[src/rtl/excl_mon_pkg.sv]
package excl_mon_pkg;
  typedef enum logic [1:0] {
    OP_LDX   = 2'd0,
    OP_STX   = 2'd1,
    OP_CLRX  = 2'd2,
    OP_STORE = 2'd3
  } excl_op_e;
endpackage

[src/rtl/excl_local_flag.sv]
module excl_local_flag (
  input  logic clk,
  input  logic rst_n,
  input  logic arm_i,
  input  logic close_i,
  output logic armed_o
);
  logic armed_q;
  logic armed_d;

  always_comb begin
    armed_d = armed_q;
    if (close_i) armed_d = 1'b0;
    if (arm_i)   armed_d = 1'b1;
  end

  always_ff @(posedge clk or negedge rst_n) begin
    if (!rst_n) armed_q <= 1'b0;
    else        armed_q <= armed_d;
  end

  assign armed_o = armed_q;

  p_arm_sets_r3: assert property (@(posedge clk) disable iff (!rst_n)
    arm_i |=> armed_o);

  p_close_clears_r7: assert property (@(posedge clk) disable iff (!rst_n)
    (close_i && !arm_i) |=> !armed_o);

  p_hold_r2: assert property (@(posedge clk) disable iff (!rst_n)
    (!close_i && !arm_i) |=> $stable(armed_o));
endmodule

[src/rtl/excl_shared_entry.sv]
module excl_shared_entry #(
  parameter int ADDR_W = 32,
  parameter int SIZE_W = 2
) (
  input  logic              clk,
  input  logic              rst_n,
  input  logic              arm_i,
  input  logic              drop_i,
  input  logic              snoop_i,
  input  logic [ADDR_W-1:0] req_addr_i,
  input  logic [SIZE_W-1:0] req_size_i,
  output logic              valid_o,
  output logic              hit_o
);
  localparam logic [ADDR_W-1:0] ONE = {{(ADDR_W-1){1'b0}}, 1'b1};

  logic              valid_q, valid_d;
  logic [ADDR_W-1:0] base_q;
  logic [SIZE_W-1:0] size_q;
  logic [ADDR_W-1:0] span;
  logic [ADDR_W-1:0] offset;
  logic              in_span;

  assign span    = ONE << size_q;
  assign offset  = req_addr_i - base_q;
  assign in_span = offset < span;

  always_comb begin
    valid_d = valid_q;
    if (drop_i || (snoop_i && in_span)) valid_d = 1'b0;
    if (arm_i) valid_d = 1'b1;
  end

  always_ff @(posedge clk or negedge rst_n) begin
    if (!rst_n) valid_q <= 1'b0;
    else        valid_q <= valid_d;
  end

  always_ff @(posedge clk or negedge rst_n) begin
    if (!rst_n) begin
      base_q <= '0;
      size_q <= '0;
    end else if (arm_i) begin
      base_q <= req_addr_i;
      size_q <= req_size_i;
    end
  end

  assign valid_o = valid_q;
  assign hit_o   = valid_q && (req_addr_i == base_q);

  p_arm_valid_r4: assert property (@(posedge clk) disable iff (!rst_n)
    arm_i |=> valid_o);

  p_drop_on_stx_r6: assert property (@(posedge clk) disable iff (!rst_n)
    (drop_i && !arm_i) |=> !valid_o);

  p_snoop_cancel_r8: assert property (@(posedge clk) disable iff (!rst_n)
    (snoop_i && in_span && !arm_i) |=> !valid_o);

  p_base_kept_r9: assert property (@(posedge clk) disable iff (!rst_n)
    !arm_i |=> $stable(base_q));
endmodule

[src/rtl/excl_monitor_pair.sv]
module excl_monitor_pair
  import excl_mon_pkg::*;
#(
  parameter int NUM_PROC = 4,
  parameter int ADDR_W   = 32,
  parameter int SIZE_W   = 2,
  localparam int PID_W   = (NUM_PROC > 1) ? $clog2(NUM_PROC) : 1
) (
  input  logic              clk,
  input  logic              rst_n,
  input  logic              req_valid,
  input  logic [1:0]        req_op,
  input  logic              req_cond,
  input  logic              req_shared,
  input  logic [ADDR_W-1:0] req_addr,
  input  logic [SIZE_W-1:0] req_size,
  input  logic [PID_W-1:0]  req_pid,
  output logic              sx_done,
  output logic              sx_status,
  output logic              mem_we
);
  excl_op_e op;
  logic     go;
  logic     go_ldx, go_stx, go_clr, go_st;

  assign op     = excl_op_e'(req_op);
  assign go     = req_valid && req_cond;
  assign go_ldx = go && (op == OP_LDX);
  assign go_stx = go && (op == OP_STX);
  assign go_clr = go && (op == OP_CLRX);
  assign go_st  = go && (op == OP_STORE);

  logic [NUM_PROC-1:0] flag_armed;
  logic [NUM_PROC-1:0] entry_hit;
  logic [NUM_PROC-1:0] entry_valid;

  for (genvar p = 0; p < NUM_PROC; p++) begin : g_proc
    logic is_me;
    assign is_me = (req_pid == PID_W'(p));

    excl_local_flag u_flag (
      .clk     (clk),
      .rst_n   (rst_n),
      .arm_i   (go_ldx && is_me),
      .close_i ((go_stx || go_clr) && is_me),
      .armed_o (flag_armed[p])
    );

    excl_shared_entry #(.ADDR_W(ADDR_W), .SIZE_W(SIZE_W)) u_entry (
      .clk        (clk),
      .rst_n      (rst_n),
      .arm_i      (go_ldx && req_shared && is_me),
      .drop_i     (go_stx && is_me),
      .snoop_i    (go_st && !is_me),
      .req_addr_i (req_addr),
      .req_size_i (req_size),
      .valid_o    (entry_valid[p]),
      .hit_o      (entry_hit[p])
    );
  end

  logic sel_armed, sel_hit, sx_ok;

  always_comb begin
    sel_armed = 1'b0;
    sel_hit   = 1'b0;
    for (int i = 0; i < NUM_PROC; i++) begin
      if (req_pid == PID_W'(i)) begin
        sel_armed = flag_armed[i];
        sel_hit   = entry_hit[i];
      end
    end
  end

  assign sx_ok = sel_armed && (!req_shared || sel_hit);

  logic done_d, status_d, we_d;
  logic done_q, status_q, we_q;

  always_comb begin
    done_d   = go_stx;
    status_d = go_stx && !sx_ok;
    we_d     = (go_stx && sx_ok) || go_st;
  end

  always_ff @(posedge clk or negedge rst_n) begin
    if (!rst_n) begin
      done_q   <= 1'b0;
      status_q <= 1'b0;
      we_q     <= 1'b0;
    end else begin
      done_q   <= done_d;
      status_q <= status_d;
      we_q     <= we_d;
    end
  end

  assign sx_done   = done_q;
  assign sx_status = status_q;
  assign mem_we    = we_q;

  p_unarmed_fails_r5: assert property (@(posedge clk) disable iff (!rst_n)
    (go_stx && !sel_armed) |=> (sx_done && sx_status && !mem_we));

  p_success_writes_r5: assert property (@(posedge clk) disable iff (!rst_n)
    (sx_done && !sx_status) |-> mem_we);

  p_store_no_done_r12: assert property (@(posedge clk) disable iff (!rst_n)
    go_st |=> (mem_we && !sx_done));

  p_idle_quiet_r2: assert property (@(posedge clk) disable iff (!rst_n)
    !go |=> (!sx_done && !mem_we));

  p_entry_needs_flag_r4: assert property (@(posedge clk) disable iff (!rst_n)
    (go_stx && req_shared && !sel_hit) |=> sx_status);
endmodule

[config.mk]
export PLATFORM = sky130hd
export DESIGN_NAME = excl_monitor_pair
export DESIGN_NICKNAME = d
export VERILOG_FILES = /design/src/rtl/excl_mon_pkg.sv /design/src/rtl/excl_local_flag.sv /design/src/rtl/excl_shared_entry.sv /design/src/rtl/excl_monitor_pair.sv
export SDC_FILE = /design/constraint.sdc
export NUM_CORES = 1
export LEC_CHECK = 0
export BUFFER_PORTS_ARGS = -buffer_cell sky130_fd_sc_hd__buf_2
export CORE_UTILIZATION = 60
export CTS_CLUSTER_DIAMETER = 50
export DETAILED_ROUTE_END_ITERATION = 10
export PLACE_DENSITY = 0.86
export SETUP_SLACK_MARGIN = 0.1
export SLEW_MARGIN = 20
export SYNTH_ARGS = -nofsm -noshare
export SYNTH_HDL_FRONTEND = slang
export SYNTH_SLANG_ARGS = --single-unit
[constraint.sdc]
create_clock -name clk -period 8.6 [get_ports clk]
set_input_delay 0.43 -clock clk [delete_from_list [all_inputs] [get_ports clk]]
set_output_delay 0.43 -clock clk [all_outputs]
set_load 0.02 [all_outputs]
# Word level (Yosys, flattened, before mapping)

Index checks and enable logic that the tools add are counted.

Flip-flop bits (word level): 147
Input port bits: 43

Add/sub/neg operators: 4
$lt $le $gt $ge: 4
Equal/unequal tests: 10
Shift operators: 4
Multiplexer cells: 24
Reductions and logical operators: 60

Operators by type and width:

| cell                   | count |
|---|---|
| $eq A32 B32 Y1         | 4 |
| $lt A32 B32 Y1         | 4 |
| $shl A1 B2 Y32 const A | 4 |
| $sub A32 B32 Y32       | 4 |
| $logic_and A1 B1 Y1    | 37 |
| $mux W1                | 24 |
| $reduce_bool A2 Y1     | 8 |
| $eq A2 B2 Y1 const B   | 4 |
| $logic_or A1 B1 Y1     | 7 |
| $logic_not A1 Y1       | 6 |
| $eq A2 B1 Y1 const B   | 2 |
| $logic_not A2 Y1       | 2 |

# Logic depth before layout (Yosys ltp)

Word-level depth: 10
Mapped depth: 17

# Hierarchy

Synthesis repeated with hierarchy kept, for this count alone.

Cells, all modules: 1,962
Area total of the unflattened synthesis: 14,903.0 sq um

Modules (own cells, without submodules):

| module                                    | instances | cells each | area each (sq um) | sequential area each (sq um) |
|---|---|---|---|---|
| excl_shared_entry (g_proc[1].u_entry ...) | 3         | 472        | 3,563.4           | 875.8 |
| excl_shared_entry (g_proc[0].u_entry)     | 1         | 483        | 3,712.3           | 875.8 |
| excl_monitor_pair                         | 1         | 51         | 355.3             | 75.1 |
| excl_local_flag                           | 4         | 3          | 36.3              | 25.0 |

# Worst setup path after synthesis

Ideal clock, no wire load.

Path kind: input port to flip-flop
Start point: input req_addr[0]
End point: register g_proc[3].u_entry.valid_q
Library setup time: 0.119 ns
Data arrival time: 3.525 ns
Required time: 8.481 ns
Setup slack: 4.956 ns
Cell stages on the path: 16
Path buffers: 0
Path through: inv_1 -> ha_1 -> inv_1 -> fa_1 -> xor2_1 -> ha_1 -> nand3_1 -> a21oi_1 -> or4_1 -> a211oi_1 -> nand4_1 -> nor4_1 -> nand4_1 -> a2111oi_4 -> nand4_1 -> o21a_1

Longest elaborated chain between the ends: 5

Ends and longest elaborated chain:

| item                         | line                    | text |
|---|---|---|
| from (decl)                  | excl_monitor_pair.sv:15 | `input logic [ADDR_W-1:0] req_addr,` |
| $sub A32 B32 Y32             | excl_shared_entry.sv:25 | `assign offset = req_addr_i - base_q;` |
| $lt A32 B32 Y1               | excl_shared_entry.sv:26 | `assign in_span = offset < span;` |
| $logic_and A1 B1 Y1          | excl_shared_entry.sv:30 | `if (drop_i \|\| (snoop_i && in_span)) valid_d = 1'b0;` |
| $logic_or A1 B1 Y1           | excl_shared_entry.sv:30 |  |
| $reduce_bool A2 Y1 (no line) | n/a                     |  |
| to (signal assigned)         | excl_shared_entry.sv:36 | `else valid_q <= valid_d;` |
| to (decl)                    | excl_shared_entry.sv:17 | `logic valid_q, valid_d;` |

Every way passes these cells.
A chain may end at the register's enable or synchronous reset.

# Worst setup path after layout

Same ends and word-level chain as after synthesis.

==> flow_summary.json <==
{
  "ys_ff_latch": 147,
  "via_count": 13357,
  "grt_pass1_wl_um": 69200,
  "vdd_drop_max_v": 0.000116,
  "cpMaxStageDelayCell": "or4_1",
  "rrSetupSlack_ns": 4.78,
  "cts_hold_buf": 0,
  "grt_pass1_vias": 13029,
  "initial_core_util": 0.610,
  "grt_max_degree": 76,
  "die_h_um": 156,
  "clock_skew_ns": 0.00835,
  "async_flop_share": 1.00,
  "wl_um": 44300,
  "required_ns": 8.93,
  "fmax_ghz": 0.253,
  "cpMostUsedCell": "nand4_1",
  "endpoint_kind": "flip-flop",
  "leakagePower_uw": 0.00669,
  "run_status": "complete, no violations",
  "yosysWarnings": 0,
  "setup_viol": 0,
  "drv_cap": 0,
  "cts_resized": 0,
  "coreArea_mm2": 0.0234,
  "layout_commonest_cell": "inv_1",
  "vias_per_cell": 6.54,
  "crit_chain": "buf_2, inv_1, ha_1, inv_1, fa_1, xor2_1, ha_1, nand3_1, a21oi_1, or4_1, a211oi_1, nand4_1, nor4_1, nand4_1, a2111oi_4, nand4_1, o21a_1",
  "startpoint_type": "input pin",
  "grt_overflow": 0,
  "pwr-share-comb": 0.448,
  "ios": 46,
  "final.setup.tns_ns": 0,
  "slew_headroom": 0.331,
  "r2r_end": "g_proc[3].u_entry.valid_o",
  "timing.hold.ws_ns": 0.0261,
  "critPathKind": "input pin to flip-flop",
  "cts_tree": "done",
  "min_period_over_period": 0.460,
  "drc": 0,
  "nNetsFinal": 1892,
  "initialDrtViolationCount": 1055,
  "power.internal_uw": 1860,
  "first_pass_iters": 6,
  "clk_pin_slew_ns": 0.07,
  "syn_area_mm2": 0.0143,
  "cts_sinks": 147,
  "filler_cell_count": 2056,
  "rsz0062_at_grt": "false",
  "finalHoldViolCount": 0,
  "numCtsBuffers": 17,
  "wl_per_cell_um": 21.7,
  "synth.distinct_cells": 78,
  "swShare": 0.398,
  "dpl.hpwl_um": 33700,
  "cp_max_fo": 8,
  "cpPeakStageDelay_ns": 0.54,
  "cts_buffer_depth": 2,
  "grt_antenna_before_repair": 1,
  "grt_usage": 0.371,
  "most-common-layout-cells": "inv_1 (156), dfrtp_1 (147), mux2_2 (139)",
  "synth_flop_cell": "dfrtp_1",
  "clkLatencyLatePin_ns": 0.44,
  "slew_viol_final": 0,
  "fin_crit_ns": 3.95,
  "fin_total_pwr_uw": 3080,
  "area_growth_pct": 7.50,
  "worst_slew_pin_slew_ns": 0.990,
  "dieWidth_um": 156,
  "ant_nets": 0,
  "syn_area_per_cell_um2": 8.36,
  "p_seq_frac": 0.271,
  "arrival_ns": 4.29,
  "hp-class": "input pin to async pin",
  "synth-edff-count": 0,
  "yosysSeqAreaShare": 0.258,
  "worst_r2r_path_depth": 17,
  "drive_above_1_share": 0.145,
  "rows": 56,
  "syn_nets": 1891,
  "syn-instance-count": 1708,
  "r2r-start": "g_proc[3].u_entry.base_q[1]",
  "gp_congestion": 1.06,
  "cts_max_level": 4,
  "root_buffer": "clkbuf_16",
  "dieArea_mm2": 0.0244,
  "post_cts_buffers": 0,
  "p_per_area_mw_per_mm2": 201,
  "pwr-share-clk": 0.281,
  "io_buffers": 45,
  "p_switching_uw": 1220
}
==> synth_stat cells, drive strengths merged (9+ instances only) <==
| library cell | instances | area (µm²) |
|---|---|---|
| dfrtp | 147 | 3680 |
| nand2 | 128 | 480 |
| o21bai | 14 | 105 |
| clkbuf | 65 | 244 |
| nor2 | 91 | 342 |
| xnor2 | 18 | 158 |
| nor2b | 26 | 163 |
| o2111ai | 16 | 140 |
| mux2 | 139 | 1570 |
| a2111oi | 11 | 115 |
| and4 | 9 | 78.8 |
| or3 | 14 | 87.6 |
| and2 | 9 | 56.3 |
| o22ai | 10 | 62.6 |
| o21ai | 97 | 485 |
| a31oi | 25 | 156 |
| o21a | 23 | 173 |
| o31ai | 13 | 111 |
| o211ai | 15 | 113 |
| ha | 136 | 1700 |
| nand4 | 47 | 294 |
| a21o | 35 | 263 |
| a211oi | 15 | 113 |
| nand3 | 56 | 280 |
| nand2b | 30 | 188 |
| xor2 | 32 | 280 |
| nor3 | 27 | 135 |
| nor4 | 23 | 144 |
| and3 | 15 | 95.1 |
| mux2i | 15 | 150 |
| inv | 158 | 593 |
| a21oi | 131 | 656 |
==> flip-flops by register name (all words and copies together), names as in the netlist <==
signal and flops:
mem_we 1, sx_done 1, g_proc.u_entry.valid_o 4, g_proc.u_entry.size_q 8, g_proc.u_flag.armed_o 4, g_proc.u_entry.base_q 128
sx_status 1
==> worst max path at each step <==
stage	startpoint	endpoint	slack, ns	depth (start not counted)
floorplan	req_addr[0]	g_proc[3].u_entry.valid_o	4.96	16
global placement	req_addr[0]	g_proc[3].u_entry.valid_o	4.34	17
detailed placement	req_addr[0]	g_proc[3].u_entry.valid_o	4.24	17
CTS	req_addr[0]	g_proc[3].u_entry.valid_o	4.69	15
global route	req_addr[0]	g_proc[3].u_entry.valid_o	4.29	15
finish	req_addr[0]	g_proc[3].u_entry.valid_o	4.65	17
==> logic make-up after synthesis <==
| logic type | Yosys count | share of synthesized area |
|---|---|---|
| buf+inv | 225 | 0.0593 |
| fa+ha+maj | 140 | 0.125 |
| mux | 155 | 0.122 |
| simple gates | 517 | 0.187 |
| compound gates | 474 | 0.219 |
| xor+xnor | 50 | 0.0307 |
| flops | 147 | 0.258 |
==> layer usage <==
| layer | routed length [µm] | track usage | vias up |
|---|---|---|---|
| li1 | - | - | 6319 |
| met1 | 18200 | 0.437 | 6416 |
| met4 | 2710 | 0.242 | 2 |
| met5 | 13 | 0 | - |
| met2 | 21100 | 0.628 | 472 |
| met3 | 2320 | 0.0565 | 148 |
==> layout make-up <==
| type | instances | area (µm²) | share of cell area |
|---|---|---|---|
| clock inverters | 11 | 200 | 0.0130 |
| well taps | 319 | 399 | 0.0260 |
| diodes | 1 | 2.50 | 0.000163 |
| repair buffers | 49 | 262 | 0.0170 |
| clock buffers | 20 | 457 | 0.0297 |
| flip-flops and latches | 147 | 3680 | 0.240 |
| inverters | 158 | 593 | 0.0386 |
| multi-input cells | 1336 | 9760 | 0.636 |
==> metrics by stage <==
stage / instances / util / worst slack [ns] / cell area [µm²]
detailed placement: 2009 / 0.628 / 4.24 / 14700
global placement: 2009 / 0.628 / 4.34 / 14700
floorplan: 1708 / - / 4.96 / 14300
global route: 2040 / 0.656 / 4.29 / 15300
finish: 2041 / 0.656 / 4.65 / 15400
CTS: 2040 / 0.656 / 4.69 / 15300
==> power groups by stage <==
stage	clock network (µW)	registers (µW)	logic (µW)
floorplan	0	830	1010
global placement	0	839	1330
detailed placement	0	847	1350
CTS	876	834	1360
global route	900	846	1520
finish	865	835	1380
==> worst max-delay path: cells and delay by family <==
family	cells	cell delay, ns
xor gates and xnor gates	1	0.18
buffers and inverters	3	0.54
and+or+nand+nor	6	1.40
adders and majority gates	3	0.97
AOI/OAI and AO/OA	4	0.75
(Power assumes the default switching activity.)
